===== src/rtl/rtg_pkg.sv =====
package rtg_pkg;

  typedef struct packed {
    logic capture;  // latch code and length, clear count
    logic incr;     // count one arriving line
  } rtgStrobe_t;

  typedef enum logic [1:0] {
    ST_IDLE = 2'd0,
    ST_FILL = 2'd1,
    ST_SENT = 2'd2
  } rtgState_t;

  // Fixed line thresholds for codes 00..10; code 11 handled separately.
  function automatic int unsigned codeToLines(input logic [1:0] code);
    case (code)
      2'b00:   return 2;
      2'b01:   return 4;
      default: return 8;
    endcase
  endfunction

endpackage


===== src/rtl/rtg_datapath.sv =====
module rtg_datapath
  import rtg_pkg::*;
#(
  parameter int LEN_W = 8
) (
  input  logic             clk,
  input  logic             rstN,
  input  rtgStrobe_t       strobe,
  input  logic [1:0]       thrCode,
  input  logic [LEN_W-1:0] reqLines,
  output logic             lineHit
);

  localparam logic [1:0] DEFAULT_CODE = 2'b01;

  logic [1:0]       codeQ;
  logic [LEN_W-1:0] lenQ;
  logic [LEN_W-1:0] countQ;
  logic [LEN_W-1:0] target;
  logic [LEN_W-1:0] fixedThr;
  logic [LEN_W-1:0] countNext;
  logic             incrOk;

  always_comb begin
    fixedThr = LEN_W'(codeToLines(codeQ));
    if (codeQ == 2'b11) begin
      target = lenQ;
    end else if (lenQ < fixedThr) begin
      target = lenQ;
    end else begin
      target = fixedThr;
    end
    incrOk    = (countQ < lenQ);
    countNext = countQ + LEN_W'(1);
    lineHit   = incrOk && (countNext == target);
  end

  always_ff @(posedge clk) begin
    if (!rstN) begin
      codeQ  <= DEFAULT_CODE;
      lenQ   <= '0;
      countQ <= '0;
    end else if (strobe.capture) begin
      codeQ  <= thrCode;
      lenQ   <= reqLines;
      countQ <= '0;
    end else if (strobe.incr && incrOk) begin
      countQ <= countNext;
    end
  end

  AST_COUNT_BOUND: assert property (@(posedge clk) disable iff (!rstN)
    countQ <= lenQ);

  AST_COUNT_CLEAR: assert property (@(posedge clk) disable iff (!rstN)
    strobe.capture |=> countQ == '0);

  AST_COUNT_HOLD: assert property (@(posedge clk) disable iff (!rstN)
    (!strobe.capture && !strobe.incr) |=> $stable(countQ));

  AST_CODE_HOLD: assert property (@(posedge clk) disable iff (!rstN)
    !strobe.capture |=> $stable(codeQ));

endmodule


===== src/rtl/rtg_control.sv =====
module rtg_control
  import rtg_pkg::*;
(
  input  logic       clk,
  input  logic       rstN,
  input  logic       reqStart,
  input  logic       lineValid,
  input  logic       reqDone,
  input  logic       lineHit,
  output rtgStrobe_t strobe,
  output logic       readCmd
);

  rtgState_t stateQ, stateD;
  logic      fire;
  logic      readCmdQ;

  always_comb begin
    stateD         = stateQ;
    fire           = 1'b0;
    strobe.capture = reqStart;
    strobe.incr    = lineValid && !reqStart && (stateQ != ST_IDLE);
    if (reqStart) begin
      stateD = ST_FILL;
    end else begin
      case (stateQ)
        ST_FILL: begin
          if (lineValid && lineHit) begin
            fire   = 1'b1;
            stateD = reqDone ? ST_IDLE : ST_SENT;
          end else if (reqDone) begin
            fire   = 1'b1;
            stateD = ST_IDLE;
          end
        end
        ST_SENT: begin
          if (reqDone) stateD = ST_IDLE;
        end
        default: stateD = ST_IDLE;
      endcase
    end
  end

  always_ff @(posedge clk) begin
    if (!rstN) begin
      stateQ   <= ST_IDLE;
      readCmdQ <= 1'b0;
    end else begin
      stateQ   <= stateD;
      readCmdQ <= fire;
    end
  end

  assign readCmd = readCmdQ;

  AST_SINGLE_PULSE: assert property (@(posedge clk) disable iff (!rstN)
    readCmd |=> !readCmd);

  AST_NO_REFIRE: assert property (@(posedge clk) disable iff (!rstN)
    (stateQ == ST_SENT && !reqStart) |=> !readCmd);

  AST_IDLE_QUIET: assert property (@(posedge clk) disable iff (!rstN)
    (stateQ == ST_IDLE && !reqStart) |=> !readCmd);

  AST_SENT_AFTER_PULSE: assert property (@(posedge clk) disable iff (!rstN)
    (readCmd && !$past(reqDone) && !$past(reqStart)) |-> stateQ != ST_FILL);

endmodule


===== src/rtl/rd_threshold_gate.sv =====
module rd_threshold_gate
  import rtg_pkg::*;
#(
  parameter int LEN_W = 8
) (
  input  logic             clk,
  input  logic             rstN,
  input  logic [1:0]       thrCode,
  input  logic             reqStart,
  input  logic [LEN_W-1:0] reqLines,
  input  logic             lineValid,
  input  logic             reqDone,
  output logic             readCmd
);

  rtgStrobe_t strobe;
  logic       lineHit;

  rtg_control u_ctrl (
    .clk       (clk),
    .rstN      (rstN),
    .reqStart  (reqStart),
    .lineValid (lineValid),
    .reqDone   (reqDone),
    .lineHit   (lineHit),
    .strobe    (strobe),
    .readCmd   (readCmd)
  );

  rtg_datapath #(.LEN_W(LEN_W)) u_dp (
    .clk      (clk),
    .rstN     (rstN),
    .strobe   (strobe),
    .thrCode  (thrCode),
    .reqLines (reqLines),
    .lineHit  (lineHit)
  );

endmodule


===== config.mk =====
export PLATFORM = sky130hd
export DESIGN_NAME = rd_threshold_gate
export DESIGN_NICKNAME = d
export VERILOG_FILES = /design/src/rtl/rtg_pkg.sv /design/src/rtl/rtg_datapath.sv /design/src/rtl/rtg_control.sv /design/src/rtl/rd_threshold_gate.sv
export SDC_FILE = /design/constraint.sdc
export NUM_CORES = 1
export LEC_CHECK = 0
export BUFFER_PORTS_ARGS = -buffer_cell sky130_fd_sc_hd__buf_2
export CAP_MARGIN = 20
export CORE_MARGIN = 1.5
export CORE_UTILIZATION = 45
export CTS_BUF_LIST = sky130_fd_sc_hd__clkbuf_8 sky130_fd_sc_hd__clkbuf_16
export CTS_CLUSTER_DIAMETER = 30
export DETAILED_ROUTE_END_ITERATION = 8
export PLACE_DENSITY_LB_ADDON = 0.25
export SYNTH_ARGS = -nofsm -noshare
export SYNTH_HDL_FRONTEND = slang
export SYNTH_SLANG_ARGS = --single-unit
export TNS_END_PERCENT = 5

===== constraint.sdc =====
create_clock -name clk -period 2.9 [get_ports clk]
set_input_delay 0.29 -clock clk [delete_from_list [all_inputs] [get_ports clk]]
set_output_delay 0.29 -clock clk [all_outputs]
set_load 0.05 [all_outputs]

==> results.yml <==
status:
  outcome: "complete, no violations"
floorplanning:
  die_w_um: 62.0
  die-area_mm2: 0.00384
  ios: 16
  chipHeight_um: 62.0
  rows: 21
  core_mm2: 0.00334
  initial_utilization_pct: 46.9
grt:
  grt_max_degree: 16
  grt_pass1_vias: 1399
  overflow: 0
  grt_usage_pct: 20.4
  antenna_found_initial: 0
  grt_first_pass_wirelength_um: 5880
logic_synthesis:
  synthTopCellsByArea: "dfxtp_1, ha_1, mux2i_1"
  synth_top_area_cell: "dfxtp_1"
  synth_warnings: 0
  ys_seq_area_share_pct: 26.9
  synthTopCellsByCount: "dfxtp_1, ha_1, mux2i_1, nor2_1, nor2b_1"
  synth_top_cell_area_share_pct: 26.9
  syn_area_mm2: 0.00156
  synth_edf_count: 0
  synthCells: 180
  synth_cell_types: 44
  synth-seq-cells: 21
  synthMostInstantiatedCell: "dfxtp_1"
  synth.net_count: 208
  async_flop_share_pct: 0
  synth_flop_cell: "dfxtp_1"
  avgSynthCellArea_um2: 8.69
layout:
  layout.nets: 226
  antennaDiodeCount: 0
  layout-drive-gt1-share_pct: 13.7
  area_delta_synth_final_pct: 10.5
worst_setup_path:
  cp.depth: 7
  path_buf_inv: 0
  rrSetupSlack_ns: 0.33
  slowest_delay_ns: 0.57
  critPathTopFamily: "compound AO/OA/AOI/OAI gates"
  cp_cell_sequence: "ha_1 > a21oi_1 > o21ai_1 > a2111oi_4 > o21ai_1 > or4_1 > a21oi_1"
  critPathLaunchType: "flip-flop"
  slowest_stage: "or4_1"
  crit_arrival_ns: 2.76
  worstReg2RegStart: "u_dp.countQ[2]$_SDFFE_PP0P_"
  r2r_cells: 7
  worst_ep_required_time_ns: 3.10
  path_class: "reg -> reg"
  critPathCaptureType: "flip-flop"
  critical_path.max_fanout: 8
  r2r_end: "u_dp.countQ[6]$_SDFFE_PP0P_"
sta:
  fmax_mhz: 390
  hold_ws_ns: 0.259
  finalHoldViolCount: 0
  finalMaxSlewViolations: 0
  worst_pin_slew_ns: 0.620
  slew_headroom_pct: 58.4
  rsz0062_at_grt: "no"
  fin_crit_ns: 2.57
  period_share_pct: 88.5
  skew_ns: 0.00147
  setup_tns_ns: 0
  finalSetupViolCount: 0
route:
  vias: 1421
  ant_nets: 0
  wl_per_cell_um: 14.6
  wirelength_um: 3550
  dr.first_iter.drc_count: 63
  drc: 0
  avgViaCountPerCell: 5.85
  drt-pass1-iter-count: 4
placement:
  hpwl_um: 2740
  globalplace.congestion: 0.846
  placement.io_buffers: 15
hold_path:
  hp-start: "thrCode[0]"
  holdPathEnd: "u_dp.codeQ[0]$_SDFFE_PN1P_"
  min_path_type: "in -> reg"
  whs_path_depth: 3
clock_network:
  path_clk_slew_ns: 0.08
  postCtsSetupRepairBufs: 0
  cts-root-buf: "clkbuf_8"
  cts-buffers-inserted: 3
  cts_buffer_depth: 2
  cts_tree: "yes"
  clk_latency_ns: 0.26
  htreeDepth: 1
  clkSinkCount: 21
  hold_buffers: 0
  post_cts_resized: 0
run:
  drv_cap: 0
power_and_ir_drop:
  vdd_drop_max_mv: 0.232
  p_leak_nw: 0.693
  powerDensity_mw_per_mm2: 361
  power_mw: 0.624
-- report_power, final --
group	internal [mW]	total, mW	switching (mW)
sequential	0.298	0.309	0.0112
combinational	0.0539	0.122	0.0681
clock	0.0945	0.193	0.0984
total	0.446	0.624	0.178
-- metrics by stage --
stage               utilization, %  instances  instance area [um^2]  worst slack, ns
floorplan                        -        180                  1560            0.371
global placement              50.4        239                  1680            0.442
detailed placement            50.4        239                  1680            0.349
CTS                           51.8        243                  1730            0.319
global route                  51.8        243                  1730            0.193
finish                        51.8        243                  1730            0.333
-- flip-flops by register name, indices dropped and copies added, names as in the netlist --
| register | flops |
|---|---|
| u_dp.countQ | 8 |
| u_dp.lenQ | 8 |
| u_ctrl.readCmd | 1 |
| u_ctrl.stateQ | 2 |
| u_dp.codeQ | 2 |
-- metal layers --
layer / vias to the layer above / routed length [um] / global-route usage, %
met5: - / 0 / 0
li1: 691 / - / -
met4: 0 / 74 / 8.21
met3: 11 / 200 / 3.11
met1: 667 / 1570 / 24.9
met2: 52 / 1710 / 35.7
-- layout by cell type, fill, tap and decap left out, types with 2 or more instances in the layout --
cell type,synthesis,final
nand2_1,12,12
ha_1,13,13
buf_4,0,3
xnor2_1,2,2
a21oi_1,9,9
and3_2,2,2
nor2b_1,13,13
nand4b_1,2,2
nand3b_1,3,3
nand3_1,6,6
and2_1,3,3
xor2_1,8,8
o211ai_1,5,5
o31ai_1,4,4
nor3_1,5,5
mux2i_1,13,13
clkbuf_8,1,3
o21ai_1,2,2
inv_1,10,11
nand2b_1,2,2
buf_2,0,15
dfxtp_1,21,21
o21a_1,5,5
nor2_1,13,13
or4_1,3,3
-- worst max-delay path by stage --
| stage | end | from | slack [ns] |
|---|---|---|---|
| after detailed placement | u_dp.countQ[6]$_SDFFE_PP0P_ | u_dp.countQ[2]$_SDFFE_PP0P_ | 0.35 |
| final | u_dp.countQ[6]$_SDFFE_PP0P_ | u_dp.countQ[2]$_SDFFE_PP0P_ | 0.33 |
| after global routing | u_dp.countQ[6]$_SDFFE_PP0P_ | u_dp.countQ[2]$_SDFFE_PP0P_ | 0.19 |
| after global placement | u_dp.countQ[6]$_SDFFE_PP0P_ | u_dp.lenQ[2]$_SDFFE_PN0P_ | 0.44 |
| after floorplan | u_ctrl.stateQ[0]$_SDFF_PN0_ | u_dp.codeQ[1]$_SDFFE_PN0P_ | 0.37 |
| after CTS | u_dp.countQ[6]$_SDFFE_PP0P_ | u_dp.countQ[2]$_SDFFE_PP0P_ | 0.32 |
-- kinds of logic after synthesis --
kind of cell / synth area share [%]
mux: 8.32
xor+xnor: 5.60
compound gates: 18.2
simple gates: 25.9
flops: 26.9
buf+inv: 4.72
fa+ha+maj: 10.4
-- tightest hold or removal path, cell delays in order --
cell     delay (ns)
buf_2          0.08
mux2i_1        0.06
nand2_1        0.07
-- final cells by class --
type,count,area (um^2)
clock inverters,1,3.75
multi-input cells,144,1070
clock buffers,3,41.3
well taps,46,57.6
flip-flops and latches,21,420
fillers,334,1610
inverters,10,37.5
repair buffers,18,97.6
(Power assumes the default switching activity.)
